File: src/rtl/hdlc_addr_pkg.sv
package hdlc_addr_pkg;

    localparam int BYTE_W     = 8;
    localparam int ADDR_MAX   = 2;
    localparam logic [BYTE_W-1:0] CR_MASK  = 8'hFD;
    localparam logic [BYTE_W-1:0] GRP_ADDR = 8'hFC;

    typedef enum logic [1:0] {
        HA_SEC = 2'b00,
        HA_GRP = 2'b01,
        HA_PRI = 2'b10
    } ha_code_e;

    typedef struct packed {
        logic              vld;
        logic              sof;
        logic              eof;
        logic [BYTE_W-1:0] data;
    } beat_t;

    typedef struct packed {
        logic     keep;
        ha_code_e ha;
        logic     cr;
        logic     la;
    } verdict_t;

    typedef struct packed {
        logic     ok;
        ha_code_e ha;
    } hi_res_t;

    // High-byte comparison with the C/R bit masked; first register wins
    function automatic hi_res_t hi_eval(input logic [BYTE_W-1:0] b,
                                        input logic [BYTE_W-1:0] r1,
                                        input logic [BYTE_W-1:0] r2);
        hi_res_t r;
        logic [BYTE_W-1:0] m;
        m    = b & CR_MASK;
        r.ok = 1'b1;
        if (m == (r1 & CR_MASK))      r.ha = HA_PRI;
        else if (m == (r2 & CR_MASK)) r.ha = HA_SEC;
        else if (m == GRP_ADDR)       r.ha = HA_GRP;
        else begin
            r.ok = 1'b0;
            r.ha = HA_SEC;
        end
        return r;
    endfunction

    function automatic logic [BYTE_W-1:0] pack_status(input verdict_t v);
        return {v.ha, v.cr, v.la, 4'b0000};
    endfunction

endpackage

File: src/rtl/hdlc_addr_match.sv
module hdlc_addr_match
    import hdlc_addr_pkg::*;
(
    input  logic              clk,
    input  logic              rst,
    input  logic              in_valid,
    input  logic              in_sof,
    input  logic              in_eof,
    input  logic [BYTE_W-1:0] in_data,
    input  logic              mode_2b,
    input  logic [BYTE_W-1:0] hi_a,
    input  logic [BYTE_W-1:0] hi_b,
    input  logic [BYTE_W-1:0] lo_a,
    input  logic [BYTE_W-1:0] lo_b,
    output logic              in_frame,
    output verdict_t          verdict
);

    logic     frame_q;
    logic     mode_q;
    logic     hi_pend_q;
    logic     hi_ok_q;
    ha_code_e hi_ha_q;
    logic     cr_q;
    verdict_t verdict_q;

    hi_res_t  hi_res;
    logic     lo1_hit;
    logic     lo_hit;
    logic     accept_byte;

    assign hi_res      = hi_eval(in_data, hi_a, hi_b);
    assign lo1_hit     = (in_data == lo_a);
    assign lo_hit      = lo1_hit || (in_data == lo_b);
    assign accept_byte = in_valid && (in_sof || frame_q);

    always_ff @(posedge clk) begin
        if (rst) begin
            frame_q   <= 1'b0;
            mode_q    <= 1'b0;
            hi_pend_q <= 1'b0;
            hi_ok_q   <= 1'b0;
            hi_ha_q   <= HA_SEC;
            cr_q      <= 1'b0;
            verdict_q <= '0;
        end else if (accept_byte) begin
            frame_q <= !in_eof;
            if (in_sof) begin
                mode_q <= mode_2b;
                if (mode_2b) begin
                    hi_pend_q      <= 1'b1;
                    hi_ok_q        <= hi_res.ok;
                    hi_ha_q        <= hi_res.ha;
                    cr_q           <= in_data[1];
                    verdict_q.keep <= 1'b0;
                end else begin
                    hi_pend_q <= 1'b0;
                    verdict_q <= '{keep: lo_hit, ha: HA_SEC, cr: 1'b0, la: lo1_hit};
                end
            end else begin
                hi_pend_q <= 1'b0;
                if (mode_q && hi_pend_q) begin
                    verdict_q <= '{keep: hi_ok_q && lo_hit, ha: hi_ha_q,
                                   cr: cr_q, la: lo1_hit};
                end
            end
        end
    end

    assign in_frame = frame_q;
    assign verdict  = verdict_q;

    AST_ONEBYTE_NO_HIGH: assert property (@(posedge clk) disable iff (rst)
        (verdict_q.keep && !mode_q) |-> (verdict_q.ha == HA_SEC && !verdict_q.cr));

    AST_EQUAL_HIGH_PRI: assert property (@(posedge clk) disable iff (rst)
        (in_valid && in_sof && mode_2b && hi_res.ok &&
         ((hi_a & CR_MASK) == (hi_b & CR_MASK))) |-> (hi_res.ha != HA_SEC));

    AST_HIGH_PRIORITY: assert property (@(posedge clk) disable iff (rst)
        (in_valid && in_sof && mode_2b &&
         ((in_data & CR_MASK) == (hi_a & CR_MASK))) |=> (hi_ha_q == HA_PRI));

endmodule

File: src/rtl/hdlc_beat_delay.sv
module hdlc_beat_delay
    import hdlc_addr_pkg::*;
#(
    parameter int DEPTH = ADDR_MAX
) (
    input  logic  clk,
    input  logic  rst,
    input  beat_t d,
    output beat_t q
);

    beat_t stage [DEPTH];

    generate
        for (genvar g = 0; g < DEPTH; g++) begin : g_stage
            if (g == 0) begin : g_head
                always_ff @(posedge clk) begin
                    if (rst) stage[g] <= '0;
                    else     stage[g] <= d;
                end
            end else begin : g_tail
                always_ff @(posedge clk) begin
                    if (rst) stage[g] <= '0;
                    else     stage[g] <= stage[g-1];
                end
            end
        end
    endgenerate

    assign q = stage[DEPTH-1];

endmodule

File: src/rtl/hdlc_out_stage.sv
module hdlc_out_stage
    import hdlc_addr_pkg::*;
(
    input  logic              clk,
    input  logic              rst,
    input  beat_t             beat,
    input  verdict_t          verdict,
    output logic              out_valid,
    output logic [BYTE_W-1:0] out_data,
    output logic              out_last
);

    logic              pend_q;
    logic [BYTE_W-1:0] status_q;

    always_ff @(posedge clk) begin
        if (rst) begin
            pend_q    <= 1'b0;
            status_q  <= '0;
            out_valid <= 1'b0;
            out_data  <= '0;
            out_last  <= 1'b0;
        end else if (pend_q) begin
            pend_q    <= 1'b0;
            out_valid <= 1'b1;
            out_data  <= status_q;
            out_last  <= 1'b1;
        end else if (beat.vld && verdict.keep) begin
            out_valid <= 1'b1;
            out_data  <= beat.data;
            out_last  <= 1'b0;
            if (beat.eof) begin
                pend_q   <= 1'b1;
                status_q <= pack_status(verdict);
            end
        end else begin
            out_valid <= 1'b0;
            out_last  <= 1'b0;
        end
    end

    AST_LAST_IS_VALID: assert property (@(posedge clk) disable iff (rst)
        out_last |-> out_valid);

    AST_SINGLE_STATUS: assert property (@(posedge clk) disable iff (rst)
        out_last |=> !out_last);

    AST_STATUS_FOLLOWS: assert property (@(posedge clk) disable iff (rst)
        $rose(out_last) |-> $past(out_valid));

    AST_STATUS_RSVD_ZERO: assert property (@(posedge clk) disable iff (rst)
        out_last |-> (out_data[3:0] == 4'b0000));

endmodule

File: src/rtl/hdlc_addr_filter.sv
module hdlc_addr_filter
    import hdlc_addr_pkg::*;
(
    input  logic              clk,
    input  logic              rst,
    input  logic              in_valid,
    input  logic [BYTE_W-1:0] in_data,
    input  logic              in_sof,
    input  logic              in_eof,
    input  logic              addr_mode,
    input  logic [BYTE_W-1:0] hi_addr_a,
    input  logic [BYTE_W-1:0] hi_addr_b,
    input  logic [BYTE_W-1:0] lo_addr_a,
    input  logic [BYTE_W-1:0] lo_addr_b,
    output logic              out_valid,
    output logic [BYTE_W-1:0] out_data,
    output logic              out_last
);

    localparam int DELAY = ADDR_MAX;

    logic     in_frame;
    verdict_t verdict;
    beat_t    beat_in;
    beat_t    beat_out;

    hdlc_addr_match u_match (
        .clk      (clk),
        .rst      (rst),
        .in_valid (in_valid),
        .in_sof   (in_sof),
        .in_eof   (in_eof),
        .in_data  (in_data),
        .mode_2b  (addr_mode),
        .hi_a     (hi_addr_a),
        .hi_b     (hi_addr_b),
        .lo_a     (lo_addr_a),
        .lo_b     (lo_addr_b),
        .in_frame (in_frame),
        .verdict  (verdict)
    );

    always_comb begin
        beat_in.vld  = in_valid && (in_sof || in_frame);
        beat_in.sof  = in_sof;
        beat_in.eof  = in_eof;
        beat_in.data = in_data;
    end

    hdlc_beat_delay #(.DEPTH(DELAY)) u_delay (
        .clk (clk),
        .rst (rst),
        .d   (beat_in),
        .q   (beat_out)
    );

    hdlc_out_stage u_out (
        .clk       (clk),
        .rst       (rst),
        .beat      (beat_out),
        .verdict   (verdict),
        .out_valid (out_valid),
        .out_data  (out_data),
        .out_last  (out_last)
    );

    AST_STRAY_IGNORED: assert property (@(posedge clk) disable iff (rst)
        (in_valid && !in_sof && !in_frame) |=> !u_delay.stage[0].vld);

endmodule

File: config.mk
export PLATFORM = sky130hd
export DESIGN_NAME = hdlc_addr_filter
export DESIGN_NICKNAME = d
export VERILOG_FILES = /design/src/rtl/hdlc_addr_pkg.sv /design/src/rtl/hdlc_addr_match.sv /design/src/rtl/hdlc_beat_delay.sv /design/src/rtl/hdlc_out_stage.sv /design/src/rtl/hdlc_addr_filter.sv
export SDC_FILE = /design/constraint.sdc
export NUM_CORES = 1
export LEC_CHECK = 0
export CAP_MARGIN = 20
export CORE_MARGIN = 3
export CORE_UTILIZATION = 45
export DETAILED_ROUTE_END_ITERATION = 10
export PLACE_DENSITY = 0.76
export RECOVER_POWER = 25
export SLEW_MARGIN = 10
export SYNTH_ARGS = -nofsm -noshare
export SYNTH_HDL_FRONTEND = slang
export SYNTH_SLANG_ARGS = --single-unit
File: constraint.sdc
create_clock -name clk -period 1.9 [get_ports clk]
set_input_delay 0.38 -clock clk [delete_from_list [all_inputs] [get_ports clk]]
set_output_delay 0.38 -clock clk [all_outputs]
set_load 0.1 [all_outputs]
# Word level (Yosys, flattened, before mapping)

Memories as Yosys holds them, arrays and structs flattened.
Cells that the tools add are included.

Register bits: 27
Latch bits: 0
Memory bits (writable): 22
ROM bits: 0
Input port bits: 46
Memories kept: 1

Memory list:

| memory        | depth | width | rd ports | clocked after Yosys merged registers in | wr ports | line                  | RTL |
|---|---|---|---|---|---|---|---|
| u_delay.stage | 2     | 11    | 2        | 0                                       | 2        | hdlc_beat_delay.sv:12 | `beat_t stage [DEPTH];` |

Add/subtract/negate cells: 0
$mul: 0
Divide/modulo/power cells: 0
Magnitude comparators: 0
Equal/unequal tests: 6
Shift-type cells: 0
Multiplexer cells: 23
Bitwise operators: 4
Reductions and logical operators: 15

Operators with widths:

| operator                                   | number |
|---|---|
| 2-to-1 mux 11 bit                          | 2 |
| equality test 8 bit                        | 2 |
| 2-to-1 mux 8 bit                           | 2 |
| equality test 7 bit                        | 2 |
| 2-to-1 mux 1 bit                           | 14 |
| 2-to-1 mux 5 bit                           | 2 |
| AND reduction 3 bit                        | 3 |
| equality test 7 bit, second input constant | 1 |
| logical AND 1 bit                          | 4 |
| 2-to-1 mux 2 bit                           | 2 |
| 2-to-1 mux 4 bit                           | 1 |
| AND reduction 2 bit                        | 2 |
| nonzero test 2 bit                         | 2 |
| OR reduction 3 bit                         | 1 |
| logical OR 1 bit                           | 2 |
| != test 2 bit, second input constant       | 1 |
| inverter 1 bit                             | 2 |
| bitwise OR 1 bit                           | 2 |
| logical NOT 1 bit                          | 1 |

# Depth between registers and ports, before layout

Gate-level depths: netlist of the first run.

Word-level depth: 5
Mapped depth: 5
Gate-level depth less buffers: 4

# Hierarchy

A second synthesis of the first run with hierarchy kept.

Cells, all modules: 216
Area, all modules: 2,257.2 µm²

Modules (own cells, without submodules):

| module           | instances | cells each | area each (µm²) |
|---|---|---|---|
| hdlc_addr_match  | 1         | 101        | 875.8 |
| hdlc_out_stage   | 1         | 68         | 733.2 |
| hdlc_beat_delay  | 1         | 46         | 640.6 |
| hdlc_addr_filter | 1         | 1          | 7.5 |

# Least setup slack after synthesis of the first run

OpenSTA, ideal clock, no wires.

Kind: input to register
Start: input port in_data[0]
End: register u_match.hi_ha_q[0]
Data arrival time: 1,307 ps
Path slack: 477 ps
Cell stages on the path: 5
Path buffers: 1
Path through: buf_2 -> xor2_1 -> nor4_2 -> a41oi_1 -> a31o_1

Cells in the longest elaborated chain, start to end: 4

Ends and longest elaborated chain:

| what                 | line                  | RTL |
|---|---|---|
| start, declared      | hdlc_addr_filter.sv:7 | `input logic [BYTE_W-1:0] in_data,` |
| equality test 7 bit  | hdlc_addr_pkg.sv:43   | `else if (m == GRP_ADDR) r.ha = HA_GRP;` |
| 2-to-1 mux 1 bit     | hdlc_addr_pkg.sv:43   |  |
| 2-to-1 mux 2 bit     | hdlc_addr_pkg.sv:42   | `else if (m == (r2 & CR_MASK)) r.ha = HA_SEC;` |
| 2-to-1 mux 2 bit (*) | hdlc_addr_pkg.sv:41   | `if (m == (r1 & CR_MASK)) r.ha = HA_PRI;` |
| end signal, assigned | hdlc_addr_match.sv:53 | `hi_ha_q <= hi_res.ha;` |
| end, declared        | hdlc_addr_match.sv:23 | `ha_code_e hi_ha_q;` |

Mark *: on every way between the ends. The rest lies on a longest branch, timed or not.
A chain may end at the register's enable or synchronous reset.

# Worst setup path in the final report of the first run

Start: input port in_data[6]
End: register u_match.hi_ha_q[0]

The elaborated chain is that of the path after synthesis.

==> results of run 1 <==
[how the worst min path moves through the flow]
stage	start	end	slack (ns)	cells past startpoint
floorplan	u_delay.stage[0][0]	u_delay.stage[1][0]	0.41	1
global placement	u_delay.stage[0][10]	u_delay.stage[1][10]	0.42	1
detailed placement	u_delay.stage[0][6]	u_delay.stage[1][6]	0.42	1
CTS	u_delay.stage[0][6]	u_delay.stage[1][6]	0.44	1
global route	u_delay.stage[0][3]	u_delay.stage[1][3]	0.46	1
finish	u_delay.stage[0][4]	u_delay.stage[1][4]	0.44	1
[stage by stage]
stage,utilization [%],hold slack [ns],TNS (ns),cells,area [um2]
after floorplan,-,0.414,0,195,1970
after global placement,64.6,0.417,-0.179,302,2660
after detailed placement,64.6,0.424,-0.269,302,2660
after CTS,67.4,0.444,0,310,2770
after global routing,66.6,0.456,0,310,2740
final,66.6,0.441,0,310,2740
[state kept, by name, indices dropped and copies added, names as in the netlist]
signal	cells
u_match.cr_q	1
u_match.in_frame	1
u_match.mode_q	1
u_match.hi_ok_q	1
u_match.hi_pend_q	1
u_out.out_data	8
u_out.pend_q	1
u_match.verdict	5
u_out.status_q	4
u_out.out_valid	1
u_out.out_last	1
u_match.hi_ha_q	2
u_delay.stage	20
[final cells by class]
cell class,count,area [um2]
repair buffers,72,667
clock inverters,3,47.5
flip-flops and latches,47,941
fillers,327,1370
well taps,50,62.6
multi-input cells,133,956
clock buffers,5,68.8
[cells in the mapped netlist (all sizes together)]
library cell  number
dfxtp             47
xor2              24
nor2b             21
nor2              20
mux2i             12
buf                9
a21oi              6
clkbuf             6
nor4               6
xnor2              6
nand2              5
nor3               5
a22oi              4
mux2               4
o21ai              3
and3               2
and4b              2
nand3b             2
nand4              2
a211oi             1
a311oi             1
a31o               1
a41oi              1
and3b              1
nand3              1
nand4b             1
nor3b              1
o41ai              1
[metal layers]
layer  wire length (um)  global-route usage [%]  share of wire [%]  vias to the layer above
li1                   -                       -                  -                      784
met3                306                    5.96                8.3                        5
met4                 65                    5.64                1.8                        0
met2               1740                    26.3                 47                       54
met1               1580                    18.6                 43                      652
met5                  0                       0                  0                        -
[critical path, stage by stage]
cell and delay [ns]:
clkdlybuf4s50_1 0.50, xor2_1 0.20, nor4_2 0.31, a41oi_1 0.23, a31o_1 0.23
[power by group through the flow]
stage | Sequential, mW | Clock [mW] | Combinational [mW]
2_1_floorplan | 1.04 | 0 | 0.117
3_3_place_gp | 1.04 | 0 | 0.256
3_5_place_dp | 1.04 | 0 | 0.259
4_1_cts | 1.02 | 0.746 | 0.259
5_1_grt | 1.02 | 0.797 | 0.271
6_report | 1.02 | 0.729 | 0.247
[cell families after synthesis]
group | after synthesis
XOR/XNOR | 30
multiplexers | 16
buffers and inverters | 15
AO/OA/AOI/OAI | 18
AND/OR/NAND/NOR | 69
flip-flops | 47
==> metrics.md, run 1 <==
| Metric | Value |
|---|---|
| Ys Warns | 0 |
| Largest net degree at the start of global routing | 33 |
| Die H | 72.1 um |
| Die Footprint | 5200 um2 |
| Fin nets | 305 |
| Worst Path Arrival | 1.85 ns |
| CTS root buffer | clkbuf_8 |
| CP Launch Type | input port |
| Vias in the first global route | 1439 |
| Crit. End Element | register |
| Clock share of power | 36.6% |
| Final-report hold violation count | 0 |
| Worst setup endpoint | u_match.hi_ha_q[0] |
| Die outline width | 72.1 um |
| Global-route wire length before repair | 6.46 mm |
| Initial core utilization | 47.8% |
| Proportion of synthesized area in mux cells | 8.39% |
| Pwr dens | 727 nW/um2 |
| Synthesized-area fraction occupied by adder cells | 0% |
| Worst reg2reg path endpoint | u_out.out_data[7] |
| DRT iter0 DRCs | 52 |
| GRT overflow | 0 |
| Worst slew margin | 52.9% |
| Post CTS Setup Buffer Count | 0 |
| Largest cells by area after synthesis | dfxtp_1 (48%), xor2_1 (11%), nor2b_1 (6.7%) |
| First drt pass iteration count | 4 |
| # hold bufs at CTS | 0 |
| Sw frac | 21.8% |
| Worst slew pin tran | 0.707 ns |
| Initial antenna violation count | 0 |
| Netlist cell types | 32 |
| Sequential Power Share | 51.0% |
| Post-synth top area share | 47.8% |
| Switching power | 436 uW |
| P_leak | 1.14 nW |
| Compound-Gate Fraction of Synth Area | 6.68% |
| Clock Path Buffers | 2 |
| CP startpoint | in_data[6] |
| Area growth syn-to-layout | 39.4% |
| H-tree levels | 2 |
| Buffers on Ports | 53 |
| Commonest non-fill, non-tap cells in the layout | dfxtp_1 (47), clkdlybuf4s50_1 (42), buf_4 (25), xor2_1 (24), nor2b_1 (21) |
| Syn nets | 241 |
| Yosys top cell by area | dfxtp_1 |
| Sink Count | 47 |
| Core Rows | 23 |
| Synth Area in XOR/XNOR | 13.4% |
| Synth Cell Area | 1970 um2 |
| Post-placement setup slack | -0.0961 ns |
| Status | finished clean |
| Routed len/inst | 11.9 um |
| Final antenna diode count | 0 |
| Max Freq | 605 MHz |
| Worst r2r path cells | 4 |
| Final worst slack | 0.246 ns |
| Detailed-placement wirelength estimate | 3.02 mm |
| Largest family of logic cells by synthesized area | simple AND/OR/NAND/NOR gates |
| Synth Area in Simple Gates | 20.2% |
| Logic pwr share | 12.4% |
| CP max FO | 4 |
| WP data required | 2.10 ns |
| Synthesized flop and latch total | 47 |
| Sequential area share after synthesis | 47.8% |
| Synthesized area per cell | 10.1 um2 |
| CTS tree | built |
| RSZ-0062 raised after global routing | false |
| Reg clk slew, reported paths | 0.09 ns |
| Final WL | 3.70 mm |
| Max cap viols | 0 |
| Overall routing resource usage | 15.8% |
| Io pins | 56 |
| Final setup fails | 0 |
| Final min period | 1.65 ns |
| Core area | 4120 um2 |
| Via count | 1495 |
| Drt drc | 0 |
| Fraction of layout cells with a size suffix above 1 | 17.3% |
| DR vias/cell | 4.82 |
| IR drop worst, VDD | 0.348 mV |
| Final Max Tran Viols | 0 |
| DRT antenna net count | 0 |
| Tot Pwr | 1.99 mW |
| Hold Path Class | register to register |
| R2R Setup Slk | 0.53 ns |
| Final Wtd Congestion | 0.733 |
| Clk_skew | 0.00889 ns |
| Critical path class | input port to register |
| Total CTS buffers | 5 |
| Mapped Cells | 195 |
| Reg2Reg Launch Point | u_match.verdict[4] |
| Power Internal | 1.56 mW |
| Final Cycle Share | 87.0% |
| CTS resizes | 0 |
| Commonest non-fill, non-tap cell in the layout | dfxtp_1 |
| Worst-skew pair later-pin latency | 0.30 ns |
Power figures use the tool's default switching activity.
==> run 2, diff against run 1 <==
CORE_UTILIZATION = 42   (was 45)
PLACE_DENSITY = 0.75   (was 0.76)
clock period = 1.45 ns   (was 1.9 ns; I/O delays follow)
==> run 2 against run 1 <==
  * Design area increased by 4.3%
  * Sequential share of layout area decreased by 1.4 points
  * Clock power increased by 4.3%
  * Cell count increased by 0.65%
  * Flip-flop and latch count unchanged
  * Worst setup slack got worse by 0.20 ns
  * Utilization decreased by 2.3 points
  * Critical path type unchanged
  * Critical endpoint is now u_match.hi_ok_q
==> metrics.md, run 2 (synthesized netlist as in run 1, its figures left out) <==
| Metric | Value |
|---|---|
| Post-placement setup slack | -0.477 ns (-0.381 ns) |
| Buffers on Ports | 53 (unchanged) |
| WP data required | 1.66 ns (-0.44 ns) |
| Total CTS buffers | 5 (unchanged) |
| Fin nets | 306 (+0.33%) |
| Max cap viols | 0 (unchanged) |
| RSZ-0062 raised after global routing | false |
| Die Footprint | 5540 um2 (+6.5%) |
| DRT antenna net count | 0 (unchanged) |
| Final antenna diode count | 0 (unchanged) |
| Final Max Tran Viols | 0 (unchanged) |
| GRT overflow | 0 (unchanged) |
| Tot Pwr | 2.42 mW (+22%) |
| Core Rows | 24 (+4.3%) |
| Status | finished clean |
| Overall routing resource usage | 15.2% (-0.59 points) |
| Core area | 4440 um2 (+8.0%) |
| Hold Path Class | input port to register |
| Setup_tns | 0 ns (unchanged) |
| Fraction of layout cells with a size suffix above 1 | 19.2% (+1.9 points) |
| Via count | 1517 (+1.5%) |
| Final setup fails | 0 (unchanged) |
| Final worst slack | 0.0500 ns (-0.197 ns) |
| Worst Path Arrival | 1.61 ns (-0.24 ns) |
| IR drop worst, VDD | 0.350 mV (+0.51%) |
| Drt drc | 0 (unchanged) |
| H-tree levels | 2 (unchanged) |
| Final Cycle Share | 96.6% |
| Die H | 74.5 um (+3.2%) |
| Final min period | 1.40 ns |
| First drt pass iteration count | 4 (unchanged) |
| Max reg flops | 20 (unchanged) |
| Commonest non-fill, non-tap cell in the layout | dfxtp_1 |
| Detailed-placement wirelength estimate | 3.13 mm (+3.6%) |
| Max Freq | 714 MHz |
| Worst slew pin tran | 0.493 ns (-0.213 ns) |
| Final-report hold violation count | 0 (unchanged) |
| Final core occ | 64.4% (-2.3 points) |
| Worst-skew pair later-pin latency | 0.29 ns (about the same) |
| CP Launch Type | input port |
| Routed len/inst | 12.7 um (+6.6%) |
| CTS root buffer | clkbuf_8 |
| Initial core utilization | 44.3% (-3.5 points) |
| Global-route wire length before repair | 6.29 mm (-2.6%) |
| Most flop-heavy register | u_delay.stage |
| CP max FO | 2 (-2) |
| Reg clk slew, reported paths | 0.07 ns (-0.02 ns) |
| Cell Count, Final, Fillers Out | 312 (+0.65%) |
| Final Wtd Congestion | 0.810 (+11%) |
| Final WL | 3.97 mm (+7.3%) |
| Crit. End Element | register |
| Fin area | 2860 um2 (+4.3%) |
| Sink Count | 47 (unchanged) |
| Pwr dens | 847 nW/um2 (+17%) |
| Critical path class | input port to register |
| Clk_skew | 0.00264 ns (-0.00625 ns) |
| DRT iter0 DRCs | 65 (+25%) |
| Io pins | 56 (unchanged) |
| Die outline width | 74.5 um (+3.2%) |
| Clock Path Buffers | 2 (unchanged) |
| Worst slew margin | 67.1% (+14 points) |
| CTS tree | built |
| Area growth syn-to-layout | 45.4% |
| # hold bufs at CTS | 0 (unchanged) |
| Area post-placement | 2760 um2 (+3.7%) |
| Largest net degree at the start of global routing | 26 (-21%) |
| P_leak | 1.21 nW (+6.1%) |
| DR vias/cell | 4.86 (+0.82%) |
| Initial antenna violation count | 0 (unchanged) |
| Placed Cells | 305 (+0.99%) |
| Vias in the first global route | 1331 (-7.5%) |
| Commonest non-fill, non-tap cells in the layout | dfxtp_1 (47), clkdlybuf4s50_1 (32), xor2_1 (23), nor2b_1 (21), nor2_1 (20) |
| Worst hold slack | 0.433 ns (-0.00825 ns) |
run 2: power by group:
group | total [mW] | internal, mW | leakage, nW | switching [mW]
Sequential | 1.33 | 1.32 | 0.383 | 0.0101
Combinational | 0.332 | 0.192 | 0.781 | 0.140
Clock | 0.760 | 0.374 | 0.0470 | 0.386
run 2: cell type report:
cell class                      instances  area (um2)
Clock buffer                            6        82.6
Timing Repair Buffer                   73         779
Multi-Input combinational cell        133         988
Clock inverter                          1        5.00
Sequential cell                        47         941
Tap cell                               52        65.1
Fill cell                             361        1580
run 2: path summary, 6_finish.rpt:
| check | start | end | slack [ns] | depth (start not counted) |
|---|---|---|---|---|
| max | hi_addr_b[3] | u_match.hi_ok_q | 0.05 | 5 |
| min | in_data[2] | u_delay.stage[0][2] | 0.43 | 3 |
| max reg2reg | u_match.verdict[4] | u_out.out_data[6] | 0.25 | 4 |
| min reg2reg | u_delay.stage[0][5] | u_delay.stage[1][5] | 0.44 | 1 |
run 2: timing repair:
item	4_1_cts	5_1_grt
pin swaps	4	10
endpoints found under the setup margin	5	5
endpoints found under the hold margin	0	0
gates resized for setup	8	8
setup buffers	0	0
run 2: metal layers:
layer	part of all wire (%)	GRT usage (%)	vias up	routed length, um
met4	3.1	9.49	0	121
met3	4.1	2.97	13	163
met5	0	0	-	0
li1	-	-	784	-
met1	44	18.8	679	1730
met2	49	24.2	41	1950
run 2: critical path: stages:
cell             delay (ns)
clkdlybuf4s50_1        0.42
xor2_1                 0.17
nor4_2                 0.27
nand4_1                0.18
a311oi_2               0.28
==> run 3, diff against run 2 <==
CORE_MARGIN = unset   (was 3)
==> run 3 against run 2 <==
  * Count of clock-buffer cells in the layout unchanged
  * Worst setup slack got worse by 0.014 ns
  * Fmax down 0.98%
  * Hold slack better by 0.0011 ns
  * Cell count rose by 0.96%
  * Die area shrank 10%
  * Critical path depth did not move
  * Combinational power hardly changed
  * Clock power rose by 7.0%
  * Highest routed layer unchanged
==> metrics.md, run 3 (synthesized netlist as in run 1, its figures left out) <==
| Metric | Value |
|---|---|
| Status | finished clean |
| Crit path buf inv count | 1 (unchanged) |
| Io pins | 56 (unchanged) |
| Crit path max-delay family | compound AO/OA/AOI/OAI gates |
| Worst slew margin | 69.4% (+2.2 points) |
| CTS root buffer | clkbuf_8 |
| GRT overflow | 0 (unchanged) |
| Final Cycle Share | 97.5% (+0.96 points) |
| Pwr dens | 854 nW/um2 (+0.77%) |
| Worst slew pin tran | 0.460 ns (-0.0337 ns) |
| Crit-path slowest cell | nor4_2 |
| First drt pass iteration count | 4 (unchanged) |
| Initial antenna violation count | 0 (unchanged) |
| Crit path cell chain | dlygate4sd2_1, xor2_2, nor4_2, a22oi_1, o41ai_2 |
| Commonest non-fill, non-tap cell in the layout | dfxtp_1 |
| P_leak | 1.27 nW (+4.9%) |
| Detailed-placement wirelength estimate | 3.05 mm (-2.5%) |
| Largest net degree at the start of global routing | 23 (-12%) |
| Buffers on Ports | 53 (unchanged) |
| CP max FO | 4 (+2) |
| CP Launch Type | input port |
| Worst Path Arrival | 1.62 ns (about the same) |
| Hold Path Class | register to register |
| Reg clk slew, reported paths | 0.08 ns (about the same) |
| Worst r2r path cells | 4 (unchanged) |
| Die outline width | 70.5 um (-5.4%) |
| Total CTS buffers | 5 (unchanged) |
| Tot Pwr | 2.48 mW (+2.3%) |
| Final antenna diode count | 0 (unchanged) |
| IR drop worst, VDD | 0.558 mV (+60%) |
| Critical Path Max Stage Delay | 0.37 ns (-0.05 ns) |
| Initial core utilization | 44.6% (+0.30 points) |
| Worst Hold Launch | u_delay.stage[0][0] |
| Max Freq | 707 MHz (-0.98%) |
| Clk_skew | 0.00919 ns (+0.00655 ns) |
| Max reg flops | 20 (unchanged) |
| Final Wtd Congestion | 0.758 (-6.4%) |
| Overall routing resource usage | 17.2% (+2.0 points) |
| Die H | 70.5 um (-5.4%) |
| DR vias/cell | 4.74 (-2.5%) |
| Final setup fails | 0 (unchanged) |
| Final Max Tran Viols | 0 (unchanged) |
| Core Rows | 24 (unchanged) |
| Final core occ | 65.8% (+1.4 points) |
| Global-route wire length before repair | 6.79 mm (+7.9%) |
| Fillers | 341 (-5.5%) |
| Most flop-heavy register | u_delay.stage |
| Final WL | 3.87 mm (-2.6%) |
| Critical path class | input port to register |
| Reg2Reg Launch Point | u_match.verdict[4] |
| Crit. End Element | register |
| Core area | 4410 um2 (-0.68%) |
| Sink Count | 47 (unchanged) |
| Final min period | 1.41 ns (+0.0139 ns) |
| Worst reg2reg path endpoint | u_out.out_data[6] |
| Via count | 1494 (-1.5%) |
| R2R Setup Slk | 0.27 ns (+0.02 ns) |
| Worst-skew pair later-pin latency | 0.30 ns (about the same) |
| DRT iter0 DRCs | 87 (+34%) |
| WP data required | 1.66 ns (about the same) |
| Worst hold endpoint | u_delay.stage[1][0] |
| Commonest non-fill, non-tap cells in the layout | dfxtp_1 (47), clkdlybuf4s50_1 (27), xor2_1 (23), nor2b_1 (21), buf_4 (21) |
| Area growth syn-to-layout | 47.6% |
| Max cap viols | 0 (unchanged) |
| # hold bufs at CTS | 0 (unchanged) |
| Die Footprint | 4960 um2 (-10%) |
| Worst hold slack | 0.434 ns (+0.00113 ns) |
| Fraction of layout cells with a size suffix above 1 | 20.5% (+1.3 points) |
| DRT antenna net count | 0 (unchanged) |
| Vias in the first global route | 1530 (+15%) |
| H-tree levels | 2 (unchanged) |
| Routed len/inst | 12.3 um (-3.5%) |
| CTS tree | built |
| Final-report hold violation count | 0 (unchanged) |
| Clock Path Buffers | 2 (unchanged) |
| Worst hold stages | 1 (-2) |
| Drt drc | 0 (unchanged) |
| Fin nets | 308 (+0.65%) |
-- run 3: cell count changes in the layout (fill, tap and decap cells not counted) --
cell	change
a22oi_1	+1
a22oi_2	-1
buf_4	+3
clkbuf_1	-1
clkdlybuf4s50_1	-5
clkinv_2	-1
clkinv_4	+1
clkinvlp_4	+1
dlygate4sd2_1	-1
dlygate4sd3_1	+1
dlymetal6s2s_1	+5
o21ai_1	-1
o21ai_2	+1
-- run 3: how the worst max path moves through the flow --
| stage | from | endpoint | slack [ns] | depth (start not counted) |
|---|---|---|---|---|
| 3_3_place_gp | in_data[4] | u_match.hi_ha_q[0] | -0.45 | 5 |
| 3_5_place_dp | in_data[4] | u_match.hi_ha_q[0] | -0.51 | 5 |
| 4_1_cts | in_data[2] | u_match.hi_ha_q[0] | -0.007 | 6 |
| 6_report | in_data[6] | u_match.verdict[4] | 0.04 | 5 |
| 5_1_grt | in_data[6] | u_match.verdict[4] | -0.04 | 5 |
| 2_1_floorplan | u_out.out_data[4] | u_out.out_data[4] | 0.04 | 3 |
-- run 3: metrics by stage --
stage          area [um2]  setup TNS [ns]  setup WS (ns)  std cells
6_report             2900               0         0.0361        315
5_1_grt              2900         -0.0443        -0.0353        315
4_1_cts              2870        -0.00676       -0.00676        314
3_5_place_dp         2760           -2.92         -0.514        306
3_3_place_gp         2760           -2.68         -0.449        306
2_1_floorplan        1970               0         0.0355        195
-- run 3: area by class of cell --
| type | instances | area, um2 | area share [%] |
|---|---|---|---|
| Sequential cell | 47 | 941 | 32.4 |
| Tap cell | 52 | 65.1 | 2.24 |
| Timing Repair Buffer | 75 | 812 | 28.0 |
| Clock inverter | 2 | 16.3 | 0.560 |
| Clock buffer | 6 | 82.6 | 2.84 |
| Multi-Input combinational cell | 133 | 987 | 34.0 |
-- run 3: per-layer routing --
layer / GRT usage [%] / vias to the layer above / wire length [um]
met5: 0 / - / 0
met4: 6.00 / 0 / 58
li1: - / 787 / -
met3: 4.18 / 5 / 137
met1: 21.0 / 664 / 1700
met2: 29.4 / 38 / 1970
-- run 3: report_power, final --
group	internal [mW]	total (mW)	switching [mW]
logic	0.194	0.334	0.140
clock network	0.389	0.813	0.425
registers	1.32	1.33	0.00987
-- run 3: worst register-to-register path, delay by kind of cell (launching register included) --
kind             cells  cell delay, ns
DFF                  1            0.35
muxes                2            0.49
and+or+nand+nor      2            0.25
-- run 3: timing repair --
action,CTS,global route
setup endpoints to repair,5,7
gates resized for setup,7,13
pin swaps,5,8
setup buffers,0,1
gates cloned,0,0
